**src/rtl/gpio_ioc_pkg.sv**
```systemverilog
package gpio_ioc_pkg;
  localparam int BUS_DW = 8;
  localparam int ADDR_W = 3;

  typedef enum logic [ADDR_W-1:0] {
    REG_DATA  = 3'd0,
    REG_DIR   = 3'd1,
    REG_PULL  = 3'd2,
    REG_CHGEN = 3'd3,
    REG_FLAG  = 3'd4
  } reg_sel_e;
endpackage

```
**src/rtl/gpio_sync.sv**
```systemverilog
module gpio_sync #(
  parameter int W      = 6,
  parameter int STAGES = 2
) (
  input  logic         clk,
  input  logic         rst_n,
  input  logic [W-1:0] din,
  output logic [W-1:0] dout
);
  logic [W-1:0] stage_q [STAGES];

  for (genvar g = 0; g < STAGES; g++) begin : g_stage
    logic [W-1:0] stage_d;
    if (g == 0) begin : g_first
      assign stage_d = din;
    end else begin : g_next
      assign stage_d = stage_q[g-1];
    end
    always_ff @(posedge clk or negedge rst_n) begin
      if (!rst_n) stage_q[g] <= '0;
      else        stage_q[g] <= stage_d;
    end
  end

  assign dout = stage_q[STAGES-1];
endmodule

```
**src/rtl/gpio_regs.sv**
```systemverilog
module gpio_regs
  import gpio_ioc_pkg::*;
#(
  parameter int              PINS      = 6,
  parameter logic [PINS-1:0] IN_ONLY   = 6'b001000,
  parameter logic [PINS-1:0] PULL_IMPL = 6'b110111
) (
  input  logic              clk,
  input  logic              rst_n,
  input  logic              acc_valid,
  input  logic              acc_we,
  input  logic [ADDR_W-1:0] acc_addr,
  input  logic [BUS_DW-1:0] acc_wdata,
  input  logic [PINS-1:0]   pin_sync,
  input  logic              flag,
  output logic [BUS_DW-1:0] acc_rdata,
  output logic [PINS-1:0]   out_latch,
  output logic [PINS-1:0]   dir_eff,
  output logic [PINS-1:0]   pull_bits,
  output logic [PINS-1:0]   chg_en,
  output logic              port_acc,
  output logic              flag_clr
);
  logic [PINS-1:0] out_q, out_d, dir_q, dir_d, pull_q, pull_d, chg_q, chg_d;
  logic            out_en, dir_en, pull_en_w, chg_en_w;
  logic            wr;
  logic            unused_wdata;

  assign wr           = acc_valid & acc_we;
  assign port_acc     = acc_valid & (acc_addr == REG_DATA);
  assign flag_clr     = wr & (acc_addr == REG_FLAG) & ~acc_wdata[0];
  assign unused_wdata = ^acc_wdata[BUS_DW-1:PINS];

  // next-state decode
  always_comb begin
    out_en    = wr & (acc_addr == REG_DATA);
    dir_en    = wr & (acc_addr == REG_DIR);
    pull_en_w = wr & (acc_addr == REG_PULL);
    chg_en_w  = wr & (acc_addr == REG_CHGEN);
    out_d     = acc_wdata[PINS-1:0];
    dir_d     = acc_wdata[PINS-1:0] | IN_ONLY;
    pull_d    = acc_wdata[PINS-1:0] & PULL_IMPL;
    chg_d     = acc_wdata[PINS-1:0];
  end

  always_ff @(posedge clk or negedge rst_n) begin
    if (!rst_n) begin
      out_q  <= '0;
      dir_q  <= '1;
      pull_q <= PULL_IMPL;
      chg_q  <= '0;
    end else begin
      if (out_en)    out_q  <= out_d;
      if (dir_en)    dir_q  <= dir_d;
      if (pull_en_w) pull_q <= pull_d;
      if (chg_en_w)  chg_q  <= chg_d;
    end
  end

  assign out_latch = out_q;
  assign dir_eff   = dir_q | IN_ONLY;
  assign pull_bits = pull_q & PULL_IMPL;
  assign chg_en    = chg_q;

  // read mux, zero-extended to the bus width
  always_comb begin
    acc_rdata = '0;
    if (acc_valid && !acc_we) begin
      case (acc_addr)
        REG_DATA:  acc_rdata = BUS_DW'(pin_sync);
        REG_DIR:   acc_rdata = BUS_DW'(dir_eff);
        REG_PULL:  acc_rdata = BUS_DW'(pull_bits);
        REG_CHGEN: acc_rdata = BUS_DW'(chg_q);
        REG_FLAG:  acc_rdata = BUS_DW'(flag);
        default:   acc_rdata = '0;
      endcase
    end
  end
endmodule

```
**src/rtl/gpio_chg_detect.sv**
```systemverilog
module gpio_chg_detect #(
  parameter int PINS = 6
) (
  input  logic            clk,
  input  logic            rst_n,
  input  logic [PINS-1:0] pin_sync,
  input  logic [PINS-1:0] chg_en,
  input  logic            port_acc,
  input  logic            flag_clr,
  output logic [PINS-1:0] snap,
  output logic            mismatch,
  output logic            flag
);
  logic [PINS-1:0] snap_q, snap_d, diff;
  logic            flag_q, flag_d, flag_set;

  assign diff     = (pin_sync ^ snap_q) & chg_en;
  assign mismatch = |diff;
  // a change seen in the access cycle is absorbed by the new snapshot
  assign flag_set = mismatch & ~port_acc;

  always_comb begin
    snap_d = pin_sync;
    if (flag_set)      flag_d = 1'b1;
    else if (flag_clr) flag_d = 1'b0;
    else               flag_d = flag_q;
  end

  always_ff @(posedge clk or negedge rst_n) begin
    if (!rst_n) begin
      snap_q <= '0;
      flag_q <= 1'b0;
    end else begin
      if (port_acc) snap_q <= snap_d;
      flag_q <= flag_d;
    end
  end

  assign snap = snap_q;
  assign flag = flag_q;
endmodule

```
**src/rtl/gpio_ioc_port.sv**
```systemverilog
module gpio_ioc_port
  import gpio_ioc_pkg::*;
#(
  parameter int              PINS        = 6,
  parameter int              SYNC_STAGES = 2,
  parameter logic [PINS-1:0] IN_ONLY     = 6'b001000,
  parameter logic [PINS-1:0] PULL_IMPL   = 6'b110111
) (
  input  logic              clk,
  input  logic              rst_n,
  input  logic              bus_sel,
  input  logic              bus_we,
  input  logic [ADDR_W-1:0] bus_addr,
  input  logic [BUS_DW-1:0] bus_wdata,
  output logic [BUS_DW-1:0] bus_rdata,
  input  logic              pull_global_en,
  input  logic [PINS-1:0]   pin_in,
  output logic [PINS-1:0]   pin_out,
  output logic [PINS-1:0]   pin_oe,
  output logic [PINS-1:0]   pull_en,
  output logic              chg_flag,
  output logic              wake_req
);
  logic [PINS-1:0] pin_sync, out_latch, dir_eff, pull_bits, chg_en, snap;
  logic            port_acc, flag_clr, mismatch, flag;

  gpio_sync #(.W(PINS), .STAGES(SYNC_STAGES)) u_sync (
    .clk(clk), .rst_n(rst_n), .din(pin_in), .dout(pin_sync)
  );

  gpio_regs #(.PINS(PINS), .IN_ONLY(IN_ONLY), .PULL_IMPL(PULL_IMPL)) u_regs (
    .clk(clk), .rst_n(rst_n),
    .acc_valid(bus_sel), .acc_we(bus_we), .acc_addr(bus_addr),
    .acc_wdata(bus_wdata), .pin_sync(pin_sync), .flag(flag),
    .acc_rdata(bus_rdata), .out_latch(out_latch), .dir_eff(dir_eff),
    .pull_bits(pull_bits), .chg_en(chg_en),
    .port_acc(port_acc), .flag_clr(flag_clr)
  );

  gpio_chg_detect #(.PINS(PINS)) u_chg (
    .clk(clk), .rst_n(rst_n), .pin_sync(pin_sync), .chg_en(chg_en),
    .port_acc(port_acc), .flag_clr(flag_clr),
    .snap(snap), .mismatch(mismatch), .flag(flag)
  );

  assign pin_out  = out_latch;
  assign pin_oe   = ~dir_eff;
  assign pull_en  = pull_bits & {PINS{pull_global_en}} & dir_eff;
  assign chg_flag = flag;
  assign wake_req = flag;
endmodule

```
**config.mk**
```make
export PLATFORM = sky130hd
export DESIGN_NAME = gpio_ioc_port
export DESIGN_NICKNAME = d
export VERILOG_FILES = /design/src/rtl/gpio_ioc_pkg.sv /design/src/rtl/gpio_sync.sv /design/src/rtl/gpio_regs.sv /design/src/rtl/gpio_chg_detect.sv /design/src/rtl/gpio_ioc_port.sv
export SDC_FILE = /design/constraint.sdc
export NUM_CORES = 1
export LEC_CHECK = 0
export CAP_MARGIN = 20
export CORE_AREA = 2 2 72 74
export CTS_CLUSTER_SIZE = 28
export DETAILED_ROUTE_END_ITERATION = 7
export DIE_AREA = 0 0 74 76
export DONT_BUFFER_PORTS = 1
export PLACE_DENSITY = 0.5
export SLEW_MARGIN = 20
export SYNTH_ARGS = -nofsm -noshare
export SYNTH_HDL_FRONTEND = slang
export SYNTH_SLANG_ARGS = --single-unit
```
**constraint.sdc**
```tcl
create_clock -name clk -period 2.05 [get_ports clk]
set_input_delay 0.41 -clock clk [delete_from_list [all_inputs] [get_ports clk]]
set_output_delay 0.41 -clock clk [all_outputs]
set_load 0.02 [all_outputs]
```
==> results.toml, run 1 <==
[yosys]
yosysWarningCount = 0
synth_top_area_share_pct = 41.0
synth_cells = 140
seq_area_frac_synth_pct = 54.9
ys_top_cells_by_area = "dfrtp_1 (41%), mux2_2 (17%), dfstp_2 (14%)"
syn_area_um2 = 1890
synthDistinctLibCells = 33
avgSynthCellArea_um2 = 13.5
yosys_register_bits = 41
synth_area_leader_cell = "dfrtp_1"

[sta]
setup_viol = 0
hold_viol_final = 0
fmax_ghz = 0.503
holdWs_ps = 141
rsz0062_at_grt = "false"
fin_crit_sh_pct = 97.0
fin_worst_skew_ps = 6.94
min_period_ps = 1990
tns_ps = 0
drv_slew = 0

[die]
core-area_um2 = 4910
dieArea_um2 = 5620
ioPinCount = 50
start_util_pct = 38.5
die-width_um = 74
die_y_um = 76
floorplan.rows = 26

[status]
status = "completed"

[worst_setup_path]
crit_path_max_incr_delay_ps = 550
worst-setup-path-type = "reg2out"
end_kind = "output port"
worstPathArrival_ps = 1580
worst_ep_required_time_ps = 1640
cp_max_fo = 3
crit_chain = "mux2_2, a22oi_1, o22a_2, nor2_1"
cp_slowest_cell = "dfstp_2"
critPathLaunchType = "flip-flop"

[cts]
clock_sinks = 41
cts_max_path_buffers = 2
cts_tree = "done"
clock-root-buffer = "clkbuf_8"
clkTransAtPathRegs_ps = 80
cts_made_buffers = 5
worst_skew_pair.late_latency_ps = 290
h-tree-depth = 2

[flow_run]
max_cap_viol_count = 0

[pwr]
power.internal_w = 0.00152
vdd_drop_max_uv = 686
p_leak_nw = 0.882
switchingPower_w = 0.000568
comb_power_share_pct = 16.7
p_seq_share_pct = 53.9
netSwitchingFraction_pct = 27.2
p_total_w = 0.00209
clkPwrFrac_pct = 29.4
p_per_area_nw_per_um2 = 1010

[global_routing]
first_global_vias = 1127
met2_usage_pct = 20.0
gr-usage-all-layers_pct = 14.2
grtUsageMet1_pct = 19.3
antenna_found_initial = 0
grt.busiest_layer = "met2"
overflow = 0
grt_max_degree = 42
met3_usage_pct = 5.95
grt_pass1_wl_um = 5900

[cells_and_area]
multi_input_area_um2 = 776
diodes = 0
nets = 166
syn2layout_area_growth_pct = 9.32
final_cell_mix = "dfrtp_1 (31), mux2_2 (29), dfstp_2 (10)"
layout.cells.non_filler = 214
ff_latch_area_um2 = 1040
final_common_cell = "dfrtp_1"
drive_gt1_share_pct = 41.7
fill_cells = 461

[route]
drt_iter0_markers = 52
drt_pre_antenna_iters = 4
wl_per_cell_um = 17.0
route.vias.total = 1064
drc = 0
ant_nets = 0
viasPerCell = 4.97
totalWireLength_um = 3640

[placed_design]
globalplace.congestion = 0.737
place_inst = 205
hpwl_um = 2660
numPortBuffers = 0

[min_path]
hold_path.class = "in2reg"
-- layout make-up --
class | instances | share of cell area [%]
Clock buffer | 5 | 3.33
Clock inverter | 2 | 1.69
Inverter | 5 | 0.907
Multi-Input combinational cell | 87 | 37.5
Sequential cell | 41 | 50.2
Tap cell | 70 | 4.23
Timing Repair Buffer | 4 | 2.18
-- state kept, by name, summed over array words and instances (netlist names) --
name,flops
u_chg.flag,1
u_regs.pull_q,5
u_sync.dout,6
u_regs.out_latch,6
u_chg.snap,6
u_sync.g_stage.stage_d,6
u_regs.chg_en,6
u_regs.dir_q,5
-- metrics by stage --
stage               cell area [um2]  setup slack (ps)  util (%)
floorplan                      1900               262         -
global placement               1930               326      39.4
detailed placement             1930               338      39.4
CTS                            2070              10.5      42.1
global route                   2070              6.26      42.1
finish                         2070              61.4      42.1
-- cell families after synthesis --
logic type | after synthesis | synth area share (%)
AND/OR/NAND/NOR | 29 | 11.4
multiplexers | 33 | 20.7
flip-flops | 41 | 54.9
buffers and inverters | 15 | 4.89
AO/OA/AOI/OAI | 15 | 5.22
XOR/XNOR | 6 | 2.78
other | 1 | 0.198
-- repair_timing --
action	in CTS	in global routing
setup buffers	0	0
hold endpoints to repair	41	0
endpoints found under the setup margin	0	1
resized for setup	0	2
hold buffers	2	0
-- final timing paths --
| check | cells after the start | to | from | slack (ps) |
|---|---|---|---|---|
| worst max register to register | 4 | u_chg.flag$_DFFE_PN0P_ | u_sync.dout[5]$_DFF_PN0_ | 890 |
| worst min-delay path | 0 | u_sync.g_stage[1].stage_d[3]$_DFF_PN0_ | pin_in[3] | 140 |
| worst max-delay path | 4 | bus_rdata[0] | u_regs.pull_q[0]$_DFFE_PN1P_ | 60 |
| worst min register to register | 0 | u_sync.dout[5]$_DFF_PN0_ | u_sync.g_stage[1].stage_d[5]$_DFF_PN0_ | 350 |
| max in group asynchronous | 2 | u_regs.pull_q[2]$_DFFE_PN1P_ | rst_n | 1210 |
| min in group asynchronous | 2 | u_sync.dout[0]$_DFF_PN0_ | rst_n | 560 |
-- power groups by stage --
stage          combinational, W  clock, W  sequential (W)
3_3_place_gp           0.000323         0         0.00114
5_1_grt                0.000383  0.000677         0.00115
3_5_place_dp           0.000331         0         0.00114
4_1_cts                0.000354  0.000637         0.00113
6_report               0.000349  0.000613         0.00112
2_1_floorplan          0.000312         0         0.00110
-- per-layer routing --
layer  routed length (um)  up-vias
met1                 1570      527
met2                 1680       44
met5                    0        -
li1                     -      488
met3                  333        5
met4                   60        0
-- worst max-delay path, delay by kind of cell (launching register included) --
kind / cells / cell delay [ps]
AOI/OAI and AO/OA: 2 / 300
DFF: 1 / 550
muxes: 1 / 140
and+or+nand+nor: 1 / 300
-- cell usage after synthesis --
library cell,n
nor3_1,2
mux2_2,29
nor3b_4,2
nor2_1,4
nor2b_4,1
a22oi_1,4
inv_1,5
dfrtp_1,31
nor3_4,1
and3_1,6
dfstp_2,10
conb_1,1
o22a_2,1
nand3b_1,1
buf_6,1
or2b_1,1
buf_2,2
o31ai_1,1
a2bb2oi_1,1
and2_2,1
nand2_4,1
mux4_2,2
nand4b_1,1
xor2_1,6
o21ai_0,4
nand2_1,4
and2b_2,1
mux2i_1,2
nor2b_1,2
o21bai_1,1
nand4_1,1
buf_4,7
a21oi_1,3
Power figures use the tool's default switching activity.
==> inputs of run 2 (changes only) <==
--- a/config.mk
+++ b/config.mk
@@ -12,6 +12,7 @@
 export DIE_AREA = 0 0 74 76
 export DONT_BUFFER_PORTS = 1
 export PLACE_DENSITY = 0.5
+export REMOVE_ABC_BUFFERS = 1
 export SLEW_MARGIN = 20
 export SYNTH_ARGS = -nofsm -noshare
 export SYNTH_HDL_FRONTEND = slang
==> run 2 against run 1 <==
Net effect: combinational power barely moved; clock power is 8.2% higher; final area grew 0.73%; setup slack gained 76 ps; sequential share of layout area shrank 0.36 points; count of clock-buffer cells in the layout increased by 2; register-to-register slack is essentially flat; total power increased by 2.2%; routed wire length decreased by 3.2%; critical path depth is the same; critical path type unchanged.
==> results.toml, run 2 (synthesis results as in run 1) <==
[sta]
fmax_ghz = 0.523
setup_viol = 0
tns_ps = 0
hold_viol_final = 0
min_period_ps = 1910
rsz0062_at_grt = "false"
fin_crit_sh_pct = 93.3
fin_worst_skew_ps = 1.76
drv_slew = 0

[worst_setup_path]
critPathLaunchType = "flip-flop"
cp_max_fo = 3
end_kind = "output port"
crit_chain = "inv_1, o21ai_1, a21oi_1, nor2_2"
r2r-end = "u_chg.flag$_DFFE_PN0P_"
cp.depth = 4
cp_slowest_cell = "dfstp_2"
r2r_start = "u_sync.dout[5]$_DFF_PN0_"
worstPathArrival_ps = 1500
r2r_setup_slack_ps = 900
path_buf_inv = 1
rr_worst_depth = 4
worst_ep_required_time_ps = 1640
crit_path_max_incr_delay_ps = 540
worst-setup-path-type = "reg2out"
critical_path.top_delay_family = "flip-flops"

[pwr]
power.internal_w = 0.00156
vdd_drop_max_uv = 849
switchingPower_w = 0.000570
netSwitchingFraction_pct = 26.7
p_leak_nw = 0.886
comb_power_share_pct = 16.3
p_per_area_nw_per_um2 = 1020
clkPwrFrac_pct = 31.1
p_seq_share_pct = 52.6

[status]
status = "completed"

[cts]
h-tree-depth = 2
clock_sinks = 41
worst_skew_pair.late_latency_ps = 290
cts_tree = "done"
cts_made_buffers = 5
clkTransAtPathRegs_ps = 80
clock-root-buffer = "clkbuf_8"
cts_max_path_buffers = 2

[route]
drt_pre_antenna_iters = 3
ant_nets = 0
route.vias.total = 1063
drt_iter0_markers = 66
viasPerCell = 4.94
drc = 0
wl_per_cell_um = 16.4
totalWireLength_um = 3530

[min_path]
hold_path_startpoint = "pin_in[1]"
hold_path.class = "in2reg"
holdPathStages = 0
whs_endpoint = "u_sync.g_stage[1].stage_d[1]$_DFF_PN0_"

[cells_and_area]
fill_cells = 470
syn2layout_area_growth_pct = 10.1
final_common_cell = "dfrtp_1"
multi_input_area_um2 = 778
final_cell_mix = "dfrtp_1 (31), mux2_2 (29), dfstp_2 (10)"
ff_latch_area_um2 = 1040
diodes = 0
finalInstanceArea_um2 = 2080
nets = 166
drive_gt1_share_pct = 42.1

[placed_design]
post_dp_cell_area_um2 = 1930
hpwl_um = 2640
globalplace.congestion = 0.779
numPortBuffers = 0

[die]
ioPinCount = 50
die-width_um = 74
dieArea_um2 = 5620
floorplan.rows = 26
start_util_pct = 38.5
die_y_um = 76
core-area_um2 = 4910

[flow_run]
max_cap_viol_count = 0

[global_routing]
antenna_found_initial = 0
first_global_vias = 1138
grt_pass1_wl_um = 5740
grt_max_degree = 42
gr-usage-all-layers_pct = 14.0
overflow = 0
==> run 2: worst max path at each step <==
stage	startpoint	end	slack [ps]
after floorplan	u_chg.flag$_DFFE_PN0P_	bus_rdata[0]	390
after global placement	u_regs.dir_q[2]$_DFFE_PN1P_	bus_rdata[2]	270
after detailed placement	u_regs.dir_q[2]$_DFFE_PN1P_	bus_rdata[2]	280
after CTS	u_regs.dir_q[2]$_DFFE_PN1P_	bus_rdata[2]	30
after global routing	u_regs.dir_q[2]$_DFFE_PN1P_	bus_rdata[2]	40
final	u_regs.dir_q[2]$_DFFE_PN1P_	bus_rdata[2]	140
==> run 2: routing by layer <==
layer / vias to the layer above / global-route usage, % / share of wire, %
met4: 0 / 4.91 / 1.6
met5: - / 0 / 0
li1: 492 / - / -
met2: 39 / 20.6 / 45
met3: 6 / 5.16 / 8.4
met1: 526 / 19.0 / 45
==> run 2: cell type report <==
cell class | count | share of cell area [%]
Clock buffer | 7 | 4.14
Clock inverter | 1 | 1.44
Inverter | 5 | 0.900
Multi-Input combinational cell | 87 | 37.3
Sequential cell | 41 | 49.8
Tap cell | 70 | 4.20
Timing Repair Buffer | 4 | 2.16
==> run 2: through the flow <==
step / total power, W / hold WS [ps] / setup slack [ps] / utilization [%] / std cells
floorplan: 0.00139 / 114 / 388 / - / 133
global placement: 0.00146 / 115 / 275 / 39.4 / 205
detailed placement: 0.00147 / 116 / 277 / 39.4 / 205
CTS: 0.00216 / 133 / 34.6 / 42.4 / 215
global route: 0.00226 / 116 / 36.2 / 42.4 / 215
finish: 0.00213 / 144 / 137 / 42.4 / 215
==> run 2: worst register-to-register path, cell delays in order, from the launching register on <==
cell     delay (ps)
dfrtp_1         410
xor2_1          150
a22oi_1         220
and3_1          180
o21ai_0          60
==> run 2: timing repair <==
item	in CTS	in global routing
pin swaps	0	0
hold endpoints to repair	41	0
resized for setup	1	2
setup buffers	0	0
hold buffers	2	0
setup endpoints to repair	1	2
==> run 2: power groups by stage <==
stage	Sequential (W)	Clock [W]	Combinational (W)
floorplan	0.00111	0	0.000287
global placement	0.00114	0	0.000323
detailed placement	0.00114	0	0.000328
CTS	0.00113	0.000682	0.000352
global route	0.00114	0.000727	0.000385
finish	0.00112	0.000663	0.000348
==> inputs of run 3 (changes only) <==
--- a/config.mk
+++ b/config.mk
@@ -6,12 +6,12 @@
 export NUM_CORES = 1
 export LEC_CHECK = 0
 export CAP_MARGIN = 20
-export CORE_AREA = 2 2 72 74
+export CORE_AREA = 2 2 62 64
 export CTS_CLUSTER_SIZE = 28
 export DETAILED_ROUTE_END_ITERATION = 7
-export DIE_AREA = 0 0 74 76
+export DIE_AREA = 0 0 64 66
 export DONT_BUFFER_PORTS = 1
-export PLACE_DENSITY = 0.5
+export PLACE_DENSITY = 0.66
 export REMOVE_ABC_BUFFERS = 1
 export SLEW_MARGIN = 20
 export SYNTH_ARGS = -nofsm -noshare
==> run 3 against run 2 <==
Net effect: combinational power grew 1%; maximum frequency shrank 3.0%; critical path depth is the same; total power shrank 5.5%; via count grew 1.4%; count of clock-buffer cells in the layout is the same; sequential power is essentially flat; largest power group unchanged.
==> results.toml, run 3 (synthesis results as in run 1) <==
[cells_and_area]
diodes = 0
drive_gt1_share_pct = 42.8
final_cell_mix = "dfrtp_1 (31), mux2_2 (29), dfstp_2 (10)"
fin_util_pct = 57.1
final_common_cell = "dfrtp_1"
nets = 166
syn2layout_area_growth_pct = 7.14

[worst_setup_path]
crit_chain = "inv_1, o21ai_1, a21oi_1, nor2_2"
critPathLaunchType = "flip-flop"
worst_ep_required_time_ps = 1640
path_buf_inv = 1
cp_max_fo = 3
cp_slowest_cell = "dfstp_2"
crit_path_max_incr_delay_ps = 560
worst-setup-path-type = "reg2out"
critical_path.top_delay_family = "flip-flops"
worstPathArrival_ps = 1560
end_kind = "output port"

[global_routing]
antenna_found_initial = 0
first_global_vias = 1161
grt_pass1_wl_um = 5710
gr-usage-all-layers_pct = 18.5
overflow = 0
grt_max_degree = 42

[die]
die-width_um = 64
dieArea_um2 = 4220
ioPinCount = 50
die_y_um = 66
core-area_um2 = 3550
start_util_pct = 53.3
floorplan.rows = 22

[status]
status = "completed"

[route]
ant_nets = 0
wl_met3_um = 258
drt_pre_antenna_iters = 4
wl_met2_um = 1760
wl_per_cell_um = 18.0
drc = 0
top_layer = "met4"
route.vias.total = 1078
viasPerCell = 5.59
drt_iter0_markers = 24
totalWireLength_um = 3480
wl_met1_um = 1430

[cts]
clock_sinks = 41
clkTransAtPathRegs_ps = 110
cts_made_buffers = 5
cts_max_path_buffers = 2
post-cts-setup-buffer-count = 0
h-tree-depth = 2
worst_skew_pair.late_latency_ps = 340
clock-root-buffer = "clkbuf_4"
cts_tree = "done"

[pwr]
p_per_area_nw_per_um2 = 994
vdd_drop_max_uv = 505
p_leak_nw = 0.873

[sta]
hold_viol_final = 0
fmax_ghz = 0.507
drv_slew = 0
min_period_ps = 1970
fin_worst_skew_ps = 5.74
rsz0062_at_grt = "false"
setup_ws_ps = 77.4
fin_crit_sh_pct = 96.2
tns_ps = 0
setup_viol = 0

[min_path]
hold_path.class = "in2reg"

[placed_design]
hpwl_um = 2580
place_ws_ps = 338
numPortBuffers = 0
globalplace.congestion = 0.791

[flow_run]
max_cap_viol_count = 0
[run 3: where the power goes]
part	total (W)	switching (W)	leakage (nW)	internal (W)
registers	0.00113	0.000142	0.473	0.000984
logic	0.000353	0.000171	0.354	0.000181
clock network	0.000537	0.000246	0.0455	0.000291
[run 3: metrics by stage]
step / total power, W / hold slack (ps) / instance area, um2 / instances
after floorplan: 0.00139 / 114 / 1830 / 133
after global placement: 0.00145 / 115 / 1910 / 183
after detailed placement: 0.00147 / 115 / 1910 / 183
after CTS: 0.00204 / 61.9 / 2030 / 193
after global routing: 0.00213 / 41.0 / 2030 / 193
final: 0.00202 / 81.9 / 2030 / 193
[run 3: timing repair]
action,in CTS,in global routing
endpoints found under the setup margin,2,2
pin swaps,0,1
hold buffers,2,0
resized for setup,2,2
endpoints found under the hold margin,41,0
[run 3: per-layer routing]
metal,GRT usage (%),vias up
met2,30.5,39
met3,7.33,5
li1,-,489
met1,22.0,545
met5,0,-
met4,6.79,0
[run 3: cell type report]
| class | count | area [um2] |
|---|---|---|
| fill | 302 | 1520 |
| sequential | 41 | 1040 |
| timing repair buffer | 4 | 45.0 |
| tap | 48 | 60.1 |
| multi-input combinational | 87 | 781 |
| clock buffer | 7 | 55.1 |
| inverter | 5 | 18.8 |
| clock inverter | 1 | 30.0 |
[run 3: path summary, 6_finish.rpt]
path / start / endpoint / slack, ps / depth (start not counted)
setup / recovery: u_regs.dir_q[2]$_DFFE_PN1P_ / bus_rdata[2] / 80 / 4
hold / removal: pin_in[5] / u_sync.g_stage[1].stage_d[5]$_DFF_PN0_ / 80 / 0
setup reg to reg: u_sync.dout[5]$_DFF_PN0_ / u_chg.flag$_DFFE_PN0P_ / 930 / 4
hold reg to reg: u_sync.g_stage[1].stage_d[2]$_DFF_PN0_ / u_sync.dout[2]$_DFF_PN0_ / 360 / 0
max in group asynchronous: rst_n / u_regs.dir_q[0]$_DFFE_PN1P_ / 1270 / 2
min in group asynchronous: rst_n / u_chg.snap[5]$_DFFE_PN0P_ / 520 / 2
[run 3: worst register-to-register path: cells and delay by family, from the launching register on]
kind	cells	cell delay, ps
AOI/OAI and AO/OA	2	260
xor gates and xnor gates	1	150
DFF	1	430
and+or+nand+nor	1	170
